<file path="src/rtl/dreq_pkg.sv">
package dreq_pkg;
  localparam int NCH = 4;
  localparam int CHW = $clog2(NCH);

  // strobes from control to datapath
  typedef struct packed {
    logic           doneValid;
    logic [CHW-1:0] doneChan;
  } ctrlStrobe_t;
endpackage

</file>
<file path="src/rtl/dreq_datapath.sv">
module dreq_datapath
  import dreq_pkg::*;
#(
  parameter int CNT_W = 4,
  parameter int BLK_W = 16
) (
  input  logic             clk,
  input  logic             rstN,
  input  logic [NCH-1:0]   reqIn,
  input  logic [NCH-1:0]   chanInit,
  input  logic [NCH-1:0]   chanAuto,
  input  logic [NCH-1:0]   blkLoad,
  input  logic [BLK_W-1:0] blkLen,
  input  ctrlStrobe_t      strobe,
  output logic [NCH-1:0]   eligible,
  output logic [NCH-1:0]   ovfFlag
);
  localparam logic [CNT_W-1:0] CNT_MAX = {CNT_W{1'b1}};

  for (genvar gi = 0; gi < NCH; gi++) begin : g_ch
    logic [2:0]       syncQ;
    logic             reqEdge;
    logic             consume;
    logic             accept;
    logic [CNT_W-1:0] pendCnt;
    logic [BLK_W-1:0] blkRemain;
    logic             ovfQ;

    always_ff @(posedge clk) begin
      if (!rstN) syncQ <= '0;
      else       syncQ <= {syncQ[1:0], reqIn[gi]};
    end

    assign reqEdge = syncQ[1] & ~syncQ[2];
    assign consume = strobe.doneValid && (strobe.doneChan == CHW'(gi));
    assign accept  = reqEdge && chanInit[gi] && !chanAuto[gi];

    // pending request counter, handshake mode
    always_ff @(posedge clk) begin
      if (!rstN) begin
        pendCnt <= '0;
        ovfQ    <= 1'b0;
      end else if (!chanInit[gi]) begin
        pendCnt <= '0;
      end else begin
        unique case ({accept, consume && (pendCnt != '0) && !chanAuto[gi]})
          2'b10: begin
            if (pendCnt == CNT_MAX) ovfQ <= 1'b1;
            else                    pendCnt <= pendCnt + 1'b1;
          end
          2'b01:   pendCnt <= pendCnt - 1'b1;
          default: pendCnt <= pendCnt;
        endcase
      end
    end

    // remaining block length, autonomous mode
    always_ff @(posedge clk) begin
      if (!rstN) begin
        blkRemain <= '0;
      end else if (!chanInit[gi]) begin
        blkRemain <= '0;
      end else if (blkLoad[gi]) begin
        blkRemain <= blkLen;
      end else if (consume && chanAuto[gi] && (blkRemain != '0)) begin
        blkRemain <= blkRemain - 1'b1;
      end
    end

    assign eligible[gi] = chanInit[gi] &&
                          (chanAuto[gi] ? (blkRemain != '0) : (pendCnt != '0));
    assign ovfFlag[gi]  = ovfQ;
  end
endmodule

</file>
<file path="src/rtl/dreq_control.sv">
module dreq_control
  import dreq_pkg::*;
(
  input  logic           clk,
  input  logic           rstN,
  input  logic [NCH-1:0] eligible,
  input  logic           flybyEn,
  input  logic           txnDone,
  output ctrlStrobe_t    strobe,
  output logic           txnValid,
  output logic [CHW-1:0] txnChan,
  output logic           dataEn,
  output logic           flybyOut
);
  logic           busy;
  logic [CHW-1:0] curChan;
  logic [CHW-1:0] lastChan;
  logic           pickValid;
  logic [CHW-1:0] pickChan;
  logic [CHW-1:0] idx;

  // rotating search starting after the last grant
  always_comb begin
    pickValid = 1'b0;
    pickChan  = lastChan;
    idx       = lastChan;
    for (int k = 1; k <= NCH; k++) begin
      idx = CHW'((int'(lastChan) + k) % NCH);
      if (!pickValid && eligible[idx]) begin
        pickValid = 1'b1;
        pickChan  = idx;
      end
    end
  end

  always_ff @(posedge clk) begin
    if (!rstN) begin
      busy     <= 1'b0;
      curChan  <= '0;
      lastChan <= CHW'(NCH - 1);
    end else if (busy) begin
      if (txnDone) busy <= 1'b0;
    end else if (pickValid) begin
      busy     <= 1'b1;
      curChan  <= pickChan;
      lastChan <= pickChan;
    end
  end

  logic flyNow;
  assign flyNow           = flybyEn && (curChan == '0);
  assign strobe.doneValid = busy && txnDone;
  assign strobe.doneChan  = curChan;
  assign txnValid         = busy;
  assign txnChan          = curChan;
  assign flybyOut         = busy && flyNow;
  assign dataEn           = busy && !flyNow;
endmodule

</file>
<file path="src/rtl/dreq_arbiter.sv">
module dreq_arbiter
  import dreq_pkg::*;
#(
  parameter int CNT_W = 4,
  parameter int BLK_W = 16
) (
  input  logic             clk,
  input  logic             rstN,
  input  logic [NCH-1:0]   reqIn,
  input  logic [NCH-1:0]   chanInit,
  input  logic [NCH-1:0]   chanAuto,
  input  logic             flybyEn,
  input  logic [NCH-1:0]   blkLoad,
  input  logic [BLK_W-1:0] blkLen,
  input  logic             txnDone,
  output logic             txnValid,
  output logic [CHW-1:0]   txnChan,
  output logic             dataEn,
  output logic             flybyOut,
  output logic [NCH-1:0]   ovfFlag
);
  ctrlStrobe_t    strobe;
  logic [NCH-1:0] eligible;

  dreq_datapath #(.CNT_W(CNT_W), .BLK_W(BLK_W)) u_dp (
    .clk(clk), .rstN(rstN), .reqIn(reqIn), .chanInit(chanInit),
    .chanAuto(chanAuto), .blkLoad(blkLoad), .blkLen(blkLen),
    .strobe(strobe), .eligible(eligible), .ovfFlag(ovfFlag)
  );

  dreq_control u_ctl (
    .clk(clk), .rstN(rstN), .eligible(eligible), .flybyEn(flybyEn),
    .txnDone(txnDone), .strobe(strobe), .txnValid(txnValid),
    .txnChan(txnChan), .dataEn(dataEn), .flybyOut(flybyOut)
  );
endmodule

</file>
<file path="config.mk">
export PLATFORM = sky130hd
export DESIGN_NAME = dreq_arbiter
export DESIGN_NICKNAME = d
export VERILOG_FILES = /design/src/rtl/dreq_pkg.sv /design/src/rtl/dreq_datapath.sv /design/src/rtl/dreq_control.sv /design/src/rtl/dreq_arbiter.sv
export SDC_FILE = /design/constraint.sdc
export NUM_CORES = 1
export LEC_CHECK = 0
export CAP_MARGIN = 20
export CORE_MARGIN = 8
export CORE_UTILIZATION = 46
export DETAILED_ROUTE_END_ITERATION = 7
export GPL_ROUTABILITY_DRIVEN = 0
export HOLD_SLACK_MARGIN = 0.05
export PLACE_DENSITY_LB_ADDON = 0.15
export SLEW_MARGIN = 25
export SYNTH_ARGS = -nofsm -noshare
export SYNTH_HDL_FRONTEND = slang
export SYNTH_SLANG_ARGS = --single-unit
</file>
<file path="constraint.sdc">
create_clock -name clk -period 4.9 [get_ports clk]
set_clock_uncertainty 0.05 [all_clocks]
set_input_delay 0.98 -clock clk [delete_from_list [all_inputs] [get_ports clk]]
set_output_delay 0.98 -clock clk [all_outputs]
set_load 0.02 [all_outputs]
</file>
Yosys cells after proc, flatten, opt, wreduce, memory -nomap -nowiden
Cells that the tools add are included.
{ "op_classes": {"eq_ne": 19, "mux": 39, "n_bitwise": 9, "add_sub_neg": 16, "reduce_logical": 77, "n_lt_le_gt_ge": 4} }
{ "op_table": {"columns": ["operator", "count"], "rows": [
  ["$mux W16", 8],
  ["$reduce_bool A16 Y1", 4],
  ["$sub A16 B1 Y16 const B", 4],
  ["$logic_and A1 B1 Y1", 39],
  ["$pmux W4 S2", 4],
  ["$reduce_and A2 Y1", 9],
  ["$add A4 B1 Y4 const B", 4],
  ["$eq A4 B4 Y1 const B", 4],
  ["$mux W4", 4],
  ["$reduce_bool A2 Y1", 8],
  ["$reduce_bool A4 Y1", 4],
  ["$sub A4 B1 Y4 const B", 4],
  ["$mux W1", 15],
  ["$eq A2 B2 Y1 const B", 6],
  ["$lt A2 B3 Y1 const B", 4],
  ["$reduce_and A3 Y1", 4],
  ["$eq A2 B1 Y1 const B", 5],
  ["$bmux W1 S2", 4],
  ["$logic_not A1 Y1", 8],
  ["$mux W2", 4],
  ["$ne A2 B2 Y1 const B", 4],
  ["$not A1 Y1", 5],
  ["$add A2 B1 Y2 const B", 2],
  ["$add A2 B2 Y2 const B", 2],
  ["2 further kinds", 5]
]} }
{ "word_totals": {"elab_cells": 183, "inputBits": 36, "output_inout_bits": 9, "register_bits": 101} }

Depth between registers and ports, before layout
{ "logic_depth": {"depth_word": 17, "depth_mapped": 12, "depth_no_buf": 11} }

Hierarchy
A second synthesis with hierarchy kept.
{ "hier_totals": {"hier_cells": 691, "hier_area_um2": 5934.4} }
{ "modules_own_cells": {"columns": ["module", "instances", "cells_per_inst", "area_per_inst_um2", "seq_area_each_um2"], "rows": [
  ["dreq_datapath", 1, 655, 5627.9, 1921.8],
  ["dreq_control", 1, 36, 306.5, 100.1]
]} }

Least setup slack after synthesis
OpenSTA, ideal clock, no wires.
{ "synth_path": {"path_type": "in2reg", "start": "in txnDone", "end": "reg u_dp.g_ch[3].pendCnt[3]", "n_path_buf": 0, "setup_ns": 0.070, "setup_slack_ns": 1.778, "t_arrival_ns": 3.002, "required_time_ns": 4.780, "stages": 10, "path_cell_list": "and4_1 > nand3b_1 > or2_2 > inv_1 > ha_1 > a21o_1 > a21oi_1 > mux2_2 > or3_1 > a21oi_1"} }
{ "synth_between": {"elab_chain_len": 7, "elab_cells_between_ends": 10, "classes_between": "eq/ne: 3; mux: 1; reduce/logical: 6"} }
{ "synth_lines": {"columns": ["item", "line_no", "source"], "rows": [
  ["start, declared", "dreq_arbiter.sv:15", "input logic txnDone,"],
  ["$logic_and A1 B1 Y1 (*)", "dreq_control.sv:52", "assign strobe.doneValid = busy && txnDone;"],
  ["$logic_and A1 B1 Y1 (*)", "dreq_datapath.sv:35", "assign consume = strobe.doneValid && (strobe.doneChan == CHW'(gi));"],
  ["$logic_and A1 B1 Y1 (*) (2 in series)", "dreq_datapath.sv:46", "unique case ({accept, consume && (pendCnt != '0) && !chanAuto[gi]})"],
  ["$eq A2 B2 Y1 / $eq A2 B1 Y1 (equally long branches)", "dreq_datapath.sv:46", null],
  ["$ne A2 B2 Y1 (no source line) / $reduce_bool A2 Y1 (equally long branches)", null, null],
  ["$reduce_and A2 Y1 (no source line)", null, null],
  ["end signal, assigned", "dreq_datapath.sv:49", "else pendCnt <= pendCnt + 1'b1;"],
  ["end signal, assigned", "dreq_datapath.sv:51", "2'b01: pendCnt <= pendCnt - 1'b1;"],
  ["end signal, assigned", "dreq_datapath.sv:52", "default: pendCnt <= pendCnt;"],
  ["end, declared", "dreq_datapath.sv:25", "logic [CNT_W-1:0] pendCnt;"]
]} }
Mark *: on every way between the ends. The rest lies on a longest branch, timed or not.
A chain may end at the register's enable or synchronous reset.

Final worst setup path
Same ends and word-level chain as after synthesis.

==> flow_summary.yaml <==
sta:
  rsz0062_at_grt: "false"
  worst_pin_slew_ps: 1020
  slew_headroom_pct: 31.6
  timing.fmax_mhz: 281
  timing.final.crit_share_pct: 72.5
  setup_viol: 0
  slew_violations: 0
  fin_crit_ps: 3550
  hold_viol: 0
  tns_ps: 0
global_route:
  overflow: 0
  grt_usage_pct: 17.2
  grt_pass1_vias: 4590
  grt_max_degree: 27
  grt_pass1_wl_um: 22600
  antenna_found_initial: 0
routing:
  via_per_inst: 5.59
  drt_iter0_drc: 317
  post_drt_wl_per_cell_um: 15.8
  drt_first_pass_iters: 5
  ant_nets: 0
  drc_errors: 0
  vias: 4787
  drt_wl_total_um: 13500
power:
  pwr-share-clk_pct: 38.1
  power.internal_uw: 1380
  switching_share_pct: 26.2
  p_leak_uw: 0.00253
  p_per_area_nw_per_um2: 289
  p_switching_uw: 492
  p_comb_share_pct: 14.8
  vdd_drop_max_uv: 291
  power_frac_seq_pct: 47.0
  total_power_uw: 1880
logic_synthesis:
  yosys.area_share.adder_pct: 4.06
  synth_edf_count: 0
  syn_inst: 676
  synthMuxAreaShare_pct: 6.55
  synth-xor-area-share_pct: 10.8
  ys_seq_elements: 101
  synth_compound_area_share_pct: 11.6
  synth_area_leaders: "dfxtp_1 36%, xnor2_1 7.4%, nor2_1 7.3%"
  yosysTopAreaCell: "dfxtp_1"
  synth_top_family_by_area: "simple AND/OR/NAND/NOR gates"
  syn_nets: 728
  ys_async_sr_fraction_pct: 0
  postSynthAreaPerCell_um2: 8.40
  synth-simple-area-share_pct: 27.1
  yosysSeqAreaShare_pct: 35.6
  ys.flop_type: "dfxtp_1"
  yosys_warnings: 0
  ys_types: 63
  synth_area_um2: 5680
  synth_top_area_share_pct: 35.6
clock_network:
  cts_max_level: 3
  clkTransAtPathRegs_ps: 60
  cts_root_buf: "clkbuf_16"
  cts_resized: 0
  clockBufferDepth: 2
  post_cts_buffers: 0
  cts_made_buffers: 9
  clock_latency_ps: 350
  cts_hold_buf: 0
  clock_sinks: 101
  tritoncts: "yes"
finish:
  regArea_um2: 2020
  fill_cells: 1115
  finish.net_count: 756
  multi_input_area_um2: 3420
  n_antenna_cell: 0
  area_delta_synth_final_pct: 14.2
  drive_gt1_share_pct: 5.22
floorplan:
  rows: 40
  io_pins: 45
  die_h_um: 127
  initial_core_util_pct: 47.3
  dieArea_um2: 16200
  fp.dieW_um: 127
  core_area_um2: 12000
hold_path:
  min_path_type: "reg -> reg"
critical_path:
  critPathTopFamily: "simple AND/OR/NAND/NOR gates"
  reg2reg_from: "u_ctl.txnValid$_SDFF_PN0_"
  crit_buf_inv: 2
  setup.worst_path.start: "txnDone"
  ff2ff_setup_slack_ps: 1940
  critPathKind: "in -> reg"
  r2r-end: "u_dp.g_ch[3].pendCnt[3]$_SDFFE_PN0P_"
  cp.required_ps: 5120
  cp_max_fo: 6
  endpoint_kind: "register"
  crit_chain: "clkdlybuf4s50_1 -> and4_1 -> nand3b_1 -> or2_2 -> inv_1 -> ha_1 -> a21o_1 -> a21oi_1 -> mux2_2 -> or3_1 -> a21oi_1"
  cp_slowest_cell: "clkdlybuf4s50_1"
  crit_top_cell: "a21oi_1"
  endpoint: "u_dp.g_ch[3].pendCnt[3]$_SDFFE_PN0P_"
  critical_path_arrival_ps: 3770
  reg2reg_depth: 10
  worst_setup_path_start_kind: "primary input"
  cp.depth: 11
  cpPeakStageDelay_ps: 560
flow_run:
  maxCapViolCount: 0
placed_design:
  port_buffers: 44
  dp_hpwl_um: 9570
outcome:
  outcome: "completed"
-- cell type report --
type | count | area share, %
inverters | 29 | 1.68
clock inverters | 4 | 0.733
repair buffers | 46 | 7.03
clock buffers | 12 | 3.80
multi-input cells | 517 | 52.7
flip-flops and latches | 101 | 31.2
well taps | 147 | 2.84
-- cell usage after synthesis, types with 13 or more instances --
library cell / number
a211oi_1: 17
a21oi_1: 28
and2_1: 18
clkbuf_1: 16
dfxtp_1: 101
inv_1: 29
mux2i_1: 36
nand2_1: 46
nor2_1: 111
nor3_1: 18
nor4_1: 13
o21ai_0: 17
xnor2_1: 48
xor2_1: 22
-- layout by cell type (no fill, tap or decap), drive strengths merged, types with 14 or more instances in the layout --
cell type,n
a211oi,19
a21oi,28
and2,19
clkdlybuf4s50,44
dfxtp,101
inv,29
mux2i,36
nand2,46
nor2,111
nor3,18
nor4,14
o21ai,18
xnor2,48
xor2,22
-- layer usage --
| layer | track usage, % | part of all wire [%] | up-vias |
|---|---|---|---|
| met5 | 0 | 0 | - |
| met2 | 27.9 | 46 | 97 |
| met1 | 21.9 | 47 | 2292 |
| met4 | 4.06 | 0.94 | 0 |
| li1 | - | - | 2389 |
| met3 | 5.03 | 6.2 | 9 |
-- flip-flops by register name, indices dropped and copies added (netlist names) --
signal               count
u_dp.g_ch.blkRemain     64
u_ctl.lastChan           2
u_ctl.txnValid           1
u_dp.g_ch.pendCnt       16
u_dp.g_ch.syncQ         12
u_dp.g_ch.ovfQ           4
u_ctl.txnChan            2
-- stage by stage --
stage / worst slack (ps) / utilization (%) / std cells / hold slack (ps) / area, um2
3_3_place_gp: 1090 / 51.5 / 840 / 363 / 6180
6_report: 1350 / 54.0 / 856 / 385 / 6480
5_1_grt: 1160 / 54.0 / 856 / 392 / 6480
3_5_place_dp: 997 / 51.5 / 840 / 369 / 6180
2_1_floorplan: 1780 / - / 676 / 362 / 5680
4_1_cts: 1350 / 53.9 / 856 / 387 / 6480
-- worst reg2reg max path, stage by stage, from the launching register on --
cell and delay [ps]:
dfxtp_1 560, and4_1 360, nand3b_1 150, or2_2 320
inv_1 90, ha_1 230, a21o_1 180, a21oi_1 150
mux2_2 350, or3_1 300, a21oi_1 130
-- logic make-up (layout without fill, tap and decap cells) --
group	after synthesis	after routing
AOI/OAI and AO/OA	97	97
xor gates and xnor gates	70	70
adders and majority gates	16	16
buffers and inverters	58	91
DFF	101	101
muxes	37	37
and+or+nand+nor	297	297
-- worst min path at each step --
stage | cells after the start | from | end
after detailed placement | 1 | u_dp.g_ch[1].syncQ[0]$_SDFF_PN0_ | u_dp.g_ch[1].syncQ[1]$_SDFF_PN0_
after global placement | 1 | u_dp.g_ch[0].syncQ[0]$_SDFF_PN0_ | u_dp.g_ch[0].syncQ[1]$_SDFF_PN0_
after CTS | 1 | u_dp.g_ch[1].syncQ[0]$_SDFF_PN0_ | u_dp.g_ch[1].syncQ[1]$_SDFF_PN0_
after global routing | 1 | u_dp.g_ch[1].syncQ[0]$_SDFF_PN0_ | u_dp.g_ch[1].syncQ[1]$_SDFF_PN0_
final | 1 | u_dp.g_ch[1].syncQ[0]$_SDFF_PN0_ | u_dp.g_ch[1].syncQ[1]$_SDFF_PN0_
after floorplan | 1 | u_dp.g_ch[0].syncQ[0]$_SDFF_PN0_ | u_dp.g_ch[0].syncQ[1]$_SDFF_PN0_
-- power groups by stage --
stage | logic (uW) | registers [uW] | clock network [uW]
after CTS | 278 | 882 | 737
after global placement | 271 | 898 | 0
after detailed placement | 275 | 900 | 0
final | 278 | 882 | 715
after floorplan | 187 | 893 | 0
after global routing | 308 | 887 | 762
Note: power is estimated with default switching activity, not from simulation.
